==> src/rtl/lus_pkg.sv <==
package lus_pkg;

    localparam int REG_W  = 5;
    localparam int PC_W   = 8;
    localparam int TAG_W  = 8;
    localparam int N_SRC  = 2;
    localparam int ALUOP_W = 2;

    typedef struct packed {
        logic               mem_read;
        logic               mem_write;
        logic               reg_write;
        logic               mem_to_reg;
        logic               alu_src;
        logic [ALUOP_W-1:0] alu_op;
    } ctrl_t;

    typedef struct packed {
        logic [TAG_W-1:0] tag;
        logic [REG_W-1:0] rs;
        logic [REG_W-1:0] rt;
        logic             uses_rt;
        ctrl_t            ctrl;
    } instr_t;

    localparam ctrl_t  CTRL_NOP  = '0;
    localparam instr_t INSTR_NOP = '0;

    function automatic logic dest_is_live(input logic [REG_W-1:0] r);
        return r != '0;
    endfunction

    function automatic instr_t squash(input instr_t i);
        instr_t o;
        o = INSTR_NOP;
        o.tag = '0;
        return o;
    endfunction

endpackage

==> src/rtl/lus_hazard_detect.sv <==
module lus_hazard_detect
    import lus_pkg::*;
(
    input  logic             ex_is_load,
    input  logic [REG_W-1:0] ex_dest,
    input  logic [REG_W-1:0] id_rs,
    input  logic [REG_W-1:0] id_rt,
    input  logic             id_uses_rt,
    output logic             stall
);
    logic [N_SRC-1:0][REG_W-1:0] src_reg;
    logic [N_SRC-1:0]            src_used;
    logic [N_SRC-1:0]            hit;

    always_comb begin
        src_reg[0]  = id_rs;
        src_used[0] = 1'b1;
        src_reg[1]  = id_rt;
        src_used[1] = id_uses_rt;
    end

    genvar g;
    generate
        for (g = 0; g < N_SRC; g++) begin : g_src_cmp
            assign hit[g] = src_used[g] && (src_reg[g] == ex_dest);
        end
    endgenerate

    assign stall = ex_is_load && dest_is_live(ex_dest) && (|hit);

endmodule

==> src/rtl/lus_stall_ctrl.sv <==
module lus_stall_ctrl (
    input  logic stall,
    output logic pc_we,
    output logic ifid_we,
    output logic bubble
);
    always_comb begin
        pc_we   = !stall;
        ifid_we = !stall;
        bubble  = stall;
    end
endmodule

==> src/rtl/lus_pipe_regs.sv <==
module lus_pipe_regs
    import lus_pkg::*;
(
    input  logic            clk,
    input  logic            rst,
    input  logic            pc_we,
    input  logic            ifid_we,
    input  logic            bubble,
    input  instr_t          fetched,
    output logic [PC_W-1:0] pc_q,
    output instr_t          ifid_q,
    output instr_t          idex_q,
    output instr_t          exmem_q
);
    always_ff @(posedge clk) begin
        if (rst) begin
            pc_q <= '0;
        end else if (pc_we) begin
            pc_q <= pc_q + PC_W'(1);
        end
    end

    always_ff @(posedge clk) begin
        if (rst) begin
            ifid_q <= INSTR_NOP;
        end else if (ifid_we) begin
            ifid_q <= fetched;
        end
    end

    always_ff @(posedge clk) begin
        if (rst) begin
            idex_q <= INSTR_NOP;
        end else if (bubble) begin
            idex_q <= squash(ifid_q);
        end else begin
            idex_q <= ifid_q;
        end
    end

    always_ff @(posedge clk) begin
        if (rst) begin
            exmem_q <= INSTR_NOP;
        end else begin
            exmem_q <= idex_q;
        end
    end

    AST_BUBBLE_EMPTY: assert property (@(posedge clk) disable iff (rst)
        bubble |=> (idex_q.ctrl == CTRL_NOP && idex_q.tag == '0));

    AST_PC_HOLD: assert property (@(posedge clk) disable iff (rst)
        !pc_we |=> $stable(pc_q));

    AST_IFID_HOLD: assert property (@(posedge clk) disable iff (rst)
        !ifid_we |=> $stable(ifid_q));

    AST_LOAD_ADVANCES: assert property (@(posedge clk) disable iff (rst)
        (bubble && idex_q.ctrl.mem_read) |=> exmem_q.ctrl.mem_read);

endmodule

==> src/rtl/lus_load_use_unit.sv <==
module lus_load_use_unit
    import lus_pkg::*;
(
    input  logic             clk,
    input  logic             rst,
    input  logic [7:0]       fetch_tag,
    input  logic [4:0]       fetch_rs,
    input  logic [4:0]       fetch_rt,
    input  logic             fetch_uses_rt,
    input  logic             fetch_mem_read,
    input  logic             fetch_reg_write,
    output logic             pc_we,
    output logic             ifid_we,
    output logic             bubble,
    output logic [7:0]       pc_q,
    output logic [7:0]       id_tag,
    output logic [7:0]       ex_tag,
    output logic             ex_mem_read,
    output logic             ex_reg_write,
    output logic [7:0]       mem_tag,
    output logic             mem_mem_read
);
    instr_t fetched;
    instr_t ifid_q;
    instr_t idex_q;
    instr_t exmem_q;
    logic   stall;

    always_comb begin
        fetched                 = INSTR_NOP;
        fetched.tag             = fetch_tag;
        fetched.rs              = fetch_rs;
        fetched.rt              = fetch_rt;
        fetched.uses_rt         = fetch_uses_rt;
        fetched.ctrl.mem_read   = fetch_mem_read;
        fetched.ctrl.mem_to_reg = fetch_mem_read;
        fetched.ctrl.alu_src    = fetch_mem_read;
        fetched.ctrl.reg_write  = fetch_reg_write;
    end

    lus_hazard_detect u_detect (
        .ex_is_load (idex_q.ctrl.mem_read),
        .ex_dest    (idex_q.rt),
        .id_rs      (ifid_q.rs),
        .id_rt      (ifid_q.rt),
        .id_uses_rt (ifid_q.uses_rt),
        .stall      (stall)
    );

    lus_stall_ctrl u_ctrl (
        .stall   (stall),
        .pc_we   (pc_we),
        .ifid_we (ifid_we),
        .bubble  (bubble)
    );

    lus_pipe_regs u_regs (
        .clk     (clk),
        .rst     (rst),
        .pc_we   (pc_we),
        .ifid_we (ifid_we),
        .bubble  (bubble),
        .fetched (fetched),
        .pc_q    (pc_q),
        .ifid_q  (ifid_q),
        .idex_q  (idex_q),
        .exmem_q (exmem_q)
    );

    assign id_tag       = ifid_q.tag;
    assign ex_tag       = idex_q.tag;
    assign ex_mem_read  = idex_q.ctrl.mem_read;
    assign ex_reg_write = idex_q.ctrl.reg_write;
    assign mem_tag      = exmem_q.tag;
    assign mem_mem_read = exmem_q.ctrl.mem_read;

    AST_ONE_BUBBLE: assert property (@(posedge clk) disable iff (rst)
        bubble |=> !bubble);

    AST_ZERO_DEST_QUIET: assert property (@(posedge clk) disable iff (rst)
        (idex_q.rt == '0) |-> !bubble);

    AST_NONLOAD_QUIET: assert property (@(posedge clk) disable iff (rst)
        !idex_q.ctrl.mem_read |-> pc_we);

endmodule

==> config.mk <==
export PLATFORM = sky130hd
export DESIGN_NAME = lus_load_use_unit
export DESIGN_NICKNAME = d
export VERILOG_FILES = /design/src/rtl/lus_pkg.sv /design/src/rtl/lus_hazard_detect.sv /design/src/rtl/lus_stall_ctrl.sv /design/src/rtl/lus_pipe_regs.sv /design/src/rtl/lus_load_use_unit.sv
export SDC_FILE = /design/constraint.sdc
export NUM_CORES = 1
export LEC_CHECK = 0
export CORE_ASPECT_RATIO = 0.9
export CORE_MARGIN = 1.5
export CORE_UTILIZATION = 51
export DETAILED_ROUTE_END_ITERATION = 10
export PLACE_DENSITY = 0.84
export SLEW_MARGIN = 20
export SYNTH_ARGS = -nofsm -noshare
export SYNTH_HDL_FRONTEND = slang
export SYNTH_SLANG_ARGS = --single-unit
==> constraint.sdc <==
create_clock -name clk -period 4.5 [get_ports clk]
set_input_delay 0.675 -clock clk [delete_from_list [all_inputs] [get_ports clk]]
set_output_delay 0.675 -clock clk [all_outputs]
set_load 0.1 [all_outputs]
==> results of run 1 <==
-- state kept, by name, summed over array words and instances (netlist names) --
| register | count |
|---|---|
| u_regs.idex_q | 15 |
| u_regs.exmem_q | 9 |
| u_regs.ifid_q | 21 |
| u_regs.pc_q | 8 |
-- stage by stage --
| step | power (mW) | cell area, µm² | worst slack (ps) |
|---|---|---|---|
| floorplan | 0.701 | 2220 | 547 |
| global placement | 0.746 | 2680 | 1250 |
| detailed placement | 0.749 | 2680 | 1220 |
| CTS | 0.999 | 2770 | 876 |
| global route | 1.03 | 2770 | 767 |
| finish | 0.991 | 2770 | 879 |
-- final timing paths --
| path | startpoint | endpoint | slack, ps |
|---|---|---|---|
| worst min register to register | u_regs.idex_q[23]$_SDFF_PP0_ | u_regs.exmem_q[23]$_SDFF_PP0_ | 460 |
| worst max register to register | u_regs.idex_q[8]$_SDFF_PP0_ | u_regs.idex_q[20]$_SDFF_PP0_ | 2550 |
| worst max-delay path | u_regs.idex_q[8]$_SDFF_PP0_ | bubble | 880 |
| worst min-delay path | u_regs.idex_q[23]$_SDFF_PP0_ | u_regs.exmem_q[23]$_SDFF_PP0_ | 460 |
-- logic make-up (layout without fill, tap and decap cells) --
| family | after synthesis | in the layout |
|---|---|---|
| AOI/OAI and AO/OA | 61 | 61 |
| xor gates and xnor gates | 10 | 10 |
| DFF | 53 | 53 |
| adders and majority gates | 1 | 1 |
| and+or+nand+nor | 81 | 81 |
| muxes | 1 | 1 |
| buffers and inverters | 34 | 72 |
-- per-layer routing --
layer  track usage (%)  wire length [µm]  vias up
met3              5.37               211        5
met5                 0                 0        -
met2              35.3              2270       40
li1                  -                 -      889
met1              22.6              1930      817
met4              5.66                36        0
-- layout by cell type (no fill, tap or decap), types with 3 or more instances in the layout --
cell type        instances
o21ai_1                 23
clkbuf_8                 5
and2_1                  15
nor3b_1                  4
a21oi_1                 26
dfxtp_1                 53
nor2b_1                 10
nand3_1                 28
o211ai_1                 3
xnor2_1                 10
clkdlybuf4s50_1         58
buf_4                    5
or3_1                    3
nand2b_1                 5
nand2_1                  7
-- where the power goes --
| group | switching (mW) | internal, mW |
|---|---|---|
| logic | 0.161 | 0.0681 |
| registers | 0.0175 | 0.491 |
| clock network | 0.145 | 0.108 |
| total | 0.324 | 0.667 |
-- area by class of cell --
type	count	area (µm²)	share of cell area [%]
tap	48	60.1	2.17
clock inverter	2	10.0	0.362
timing repair buffer	63	618	22.4
multi-input combinational	154	940	34.0
sequential	53	1060	38.4
clock buffer	6	72.6	2.62
inverter	1	3.75	0.136
==> flow_summary.yaml, run 1 <==
outcome:
  status: "complete, no violations"
logic_synthesis:
  yosys.area_share.adder_pct: 0.564
  synth-xor-area-share_pct: 3.95
  synth_area_um2: 2220
  synth-seq-area-share_pct: 47.8
  async_reset_ff_share_pct: 0
  syn-num-nets: 265
  muxShareOfSynthArea_pct: 0.451
  synth_common_cells: "dfxtp_1 (53), nand3_1 (28), a21oi_1 (26)"
  netlist_top_cells_area: "dfxtp_1 (48%), buf_4 (7.1%), nand3_1 (6.3%)"
  ys_types: 33
  synth_compound_area_share_pct: 16.7
  synth_top_family_by_area: "simple AND/OR/NAND/NOR gates"
  synth_warnings: 0
  synthCells: 241
  syn_area_per_cell_um2: 9.21
  synth_most_common_cell: "dfxtp_1"
  synth_seq_cells: 53
  yosys.area_share.simple_pct: 20.6
  synth-edff-count: 0
  synth_top_area_cell: "dfxtp_1"
  synthFlopType: "dfxtp_1"
  synth_top_area_share_pct: 47.8
drt:
  wl_per_cell_um: 13.6
  first_pass_iters: 4
  drc: 0
  drt-vias-per-instance: 5.35
  vias: 1751
  wl_um: 4450
  drt_iter0_drc: 96
  detail-route-antenna-nets: 0
worst_setup_path:
  path_depth: 5
  cp_top_family: "buffers and inverters"
  cp.required_ps: 3830
  cp_max_fo: 32
  path_cells: "xnor2_1 > nand3_1 > o22a_2 > nor2_2 > clkdlybuf4s50_1"
  worst_path_max_delay_cell: "clkdlybuf4s50_1"
  cp.arrival_ps: 2950
  cp_num_buf_inv: 1
  crit_path_start_kind: "register"
  cp-end-kind: "output port"
  path_class: "reg2out"
  rr_worst_depth: 6
  slowest_delay_ps: 1160
layout:
  fin_nets: 302
  post-route-util_pct: 67.0
  syn_to_final_growth_pct: 24.6
  fillers: 350
  fin_cells: 327
  antenna_cells: 0
  drive_above_1_share_pct: 6.81
clocking:
  cts_htree_levels: 2
  cts_post_setup_buffers_inserted: 0
  hold_buffers: 0
  cts_tree: "done"
  clk_pin_slew_ps: 90
  numCtsBuffers: 5
  post_cts_resized: 0
  clk_path_buf_depth: 2
  root_buffer: "clkbuf_8"
  cts_sinks: 53
  clk_latency_ps: 300
floorplan:
  die_h_um: 65.6
  row_count: 22
  initial_utilization_pct: 53.8
  die-area_um2: 4760
  io-pin-count: 61
  dieWidth_um: 72.5
  core_area_um2: 4130
power_and_ir_drop:
  p_leak_nw: 0.952
  ir_drop_mv: 0.229
  powerDensity_nw_per_um2: 358
timing:
  final.min_clock_period_ps: 3620
  hold_viol_final: 0
  rsz0062_at_grt: "no"
  worst_pin_slew_ps: 995
  drv_slew: 0
  setup_tns_ps: 0
  max_freq_mhz: 276
  setup_viol: 0
  final.period_utilization_pct: 80.5
  slew_headroom_pct: 33.5
  skew_ps: 9.08
  worst_hold_slack_ps: 464
grt:
  grt_max_degree: 33
  antenna_found_initial: 0
  grt_pass1_vias: 1603
  grt_pass1_wl_um: 7230
  globalRouteOverflowTotal: 0
  grt.total_usage_pct: 19.6
placed_design:
  placed_cells: 319
  gp_congestion: 0.747
  place.port_buffers: 60
  hpwl_um: 3030
flow_run:
  maxCapViolCount: 0
hold_path:
  hold_depth: 1
  min_path_type: "reg2reg"
(Power assumes the default switching activity.)
==> run 2: changes to the inputs <==
- CORE_UTILIZATION: 51 -> 43
- PLACE_DENSITY: 0.84 -> 0.76
- clock period: 4.5 -> 2.9 ns (I/O delays scaled with it)
==> run 2 against run 1 <==
  * Hold slack lost 1.3 ps
  * Sequential share of layout area is 0.058 points lower
  * Via count decreased by 0.86%
  * Flip-flop and latch count stayed put
  * Non-clock buffer count increased by 2
  * Sequential power rose by 55%
  * Critical path depth rose by 1
  * Final cell count increased by 5.8%
  * Clock-buffer cell count up 1
  * Global-route usage is 3.4 points lower
  * Clock skew fell by 4.3 ps
  * Total power increased by 62%
==> flow_summary.yaml, run 2 (synthesis gave the netlist of run 1 again) <==
worst_setup_path:
  r2r_start: "u_regs.idex_q[9]$_SDFF_PP0_"
  crit_path_start_kind: "register"
  cp.arrival_ps: 1840
  reg2reg_slack_ps: 990
  cp.required_ps: 2470
  cp_max_fo: 4
  cp-end-kind: "output port"
  path_class: "reg2out"
  rr_endpoint: "u_regs.pc_q[7]$_SDFFE_PP0N_"
  rr_worst_depth: 5
grt:
  grt.total_usage_pct: 16.3
  grt_pass1_wl_um: 7140
  grt_pass1_vias: 1584
  antenna_found_initial: 0
  grt_max_degree: 33
  globalRouteOverflowTotal: 0
timing:
  worst_hold_slack_ps: 463
  drv_slew: 0
  hold_viol_final: 0
  final.period_utilization_pct: 78.5
  slew_headroom_pct: 56.6
  final.min_clock_period_ps: 2280
  max_freq_mhz: 439
  setup_viol: 0
  worst_pin_slew_ps: 652
  skew_ps: 4.74
  rsz0062_at_grt: "no"
drt:
  detail-route-antenna-nets: 0
  drt_iter0_drc: 57
  drc: 0
  drt-vias-per-instance: 5.02
  vias: 1736
  wl_um: 4410
  first_pass_iters: 4
  wl_per_cell_um: 12.7
clocking:
  cts_sinks: 53
  clk_pin_slew_ps: 90
  post_cts_resized: 0
  clk_path_buf_depth: 2
  cts_tree: "done"
  clk_latency_ps: 310
  cts_post_setup_buffers_inserted: 0
  cts_htree_levels: 2
  numCtsBuffers: 5
  root_buffer: "clkbuf_8"
  hold_buffers: 0
flow_run:
  maxCapViolCount: 0
layout:
  layout_commonest_cell: "dfxtp_1"
  final_cell_mix: "dfxtp_1 (49), buf_4 (40), nand3_1 (28)"
  syn_to_final_growth_pct: 25.6
  reg_top3: "u_regs.ifid_q (21), u_regs.idex_q (15), u_regs.exmem_q (9)"
  top_register: "u_regs.ifid_q"
  largest_reg_flops: 21
  fin_nets: 304
  antenna_cells: 0
  fin_cells: 346
  drive_above_1_share_pct: 22.1
floorplan:
  die_h_um: 71.2
  row_count: 24
  core_area_um2: 4890
  dieWidth_um: 78.7
  io-pin-count: 61
  die-area_um2: 5600
  initial_utilization_pct: 45.3
hold_path:
  hold-path-endpoint: "u_regs.idex_q[6]$_SDFF_PP0_"
  hold_depth: 1
  hold_path.startpoint: "u_regs.ifid_q[6]$_SDFFE_PP0N_"
  min_path_type: "reg2reg"
power_and_ir_drop:
  ir_drop_mv: 0.235
  powerDensity_nw_per_um2: 576
  p_leak_nw: 1.05
placed_design:
  placed_cells: 338
  gp_congestion: 0.814
  place.port_buffers: 60
  hpwl_um: 3030
outcome:
  status: "complete, no violations"
-- run 2: final cells by class --
cell class / instances / area, µm²
fill: 453 / 2110
sequential: 53 / 1070
multi-input combinational: 154 / 945
timing repair buffer: 65 / 581
clock buffer: 7 / 97.6
tap: 65 / 81.3
clock inverter: 1 / 8.76
inverter: 1 / 7.51
-- run 2: how the worst max path moves through the flow --
stage / startpoint / end / slack, ps / cells after the start
3_3_place_gp: u_regs.ifid_q[10]$_SDFFE_PP0N_ / pc_we / 980 / 6
2_1_floorplan: u_regs.idex_q[8]$_SDFF_PP0_ / pc_we / -20 / 6
6_report: u_regs.ifid_q[10]$_SDFFE_PP0N_ / ifid_we / 620 / 6
4_1_cts: u_regs.ifid_q[10]$_SDFFE_PP0N_ / ifid_we / 590 / 6
5_1_grt: u_regs.ifid_q[8]$_SDFFE_PP0N_ / ifid_we / 510 / 6
3_5_place_dp: u_regs.ifid_q[10]$_SDFFE_PP0N_ / ifid_we / 940 / 6
-- run 2: power by group --
part / switching, mW / internal (mW)
Sequential: 0.0276 / 0.762
Combinational: 0.251 / 0.103
Clock: 0.238 / 0.225
Total: 0.516 / 1.09
-- run 2: worst max-delay path: stages, from the launching register on --
cell and delay (ps):
dfxtp_1 410, xnor2_1 140, nand4_1 150, o22a_2 260, nor2_4 210, clkinvlp_4 180, buf_12 190
-- run 2: stage by stage --
step | TNS (ps) | cell area (µm²) | power (mW) | utilization [%] | setup slack [ps]
3_5_place_dp | 0 | 2680 | 1.16 | 54.8 | 940
2_1_floorplan | -18.0 | 2250 | 1.09 | - | -18.0
5_1_grt | 0 | 2790 | 1.67 | 57.0 | 511
3_3_place_gp | 0 | 2680 | 1.16 | 54.8 | 977
6_report | 0 | 2790 | 1.61 | 57.0 | 622
4_1_cts | 0 | 2790 | 1.62 | 57.0 | 593
-- run 2: layer usage --
layer	up-vias	part of all wire (%)	GRT usage, %
li1	892	-	-
met1	799	44	19.4
met2	40	48	28.1
met3	5	5.7	4.65
met4	0	1.5	5.36
met5	-	0	0
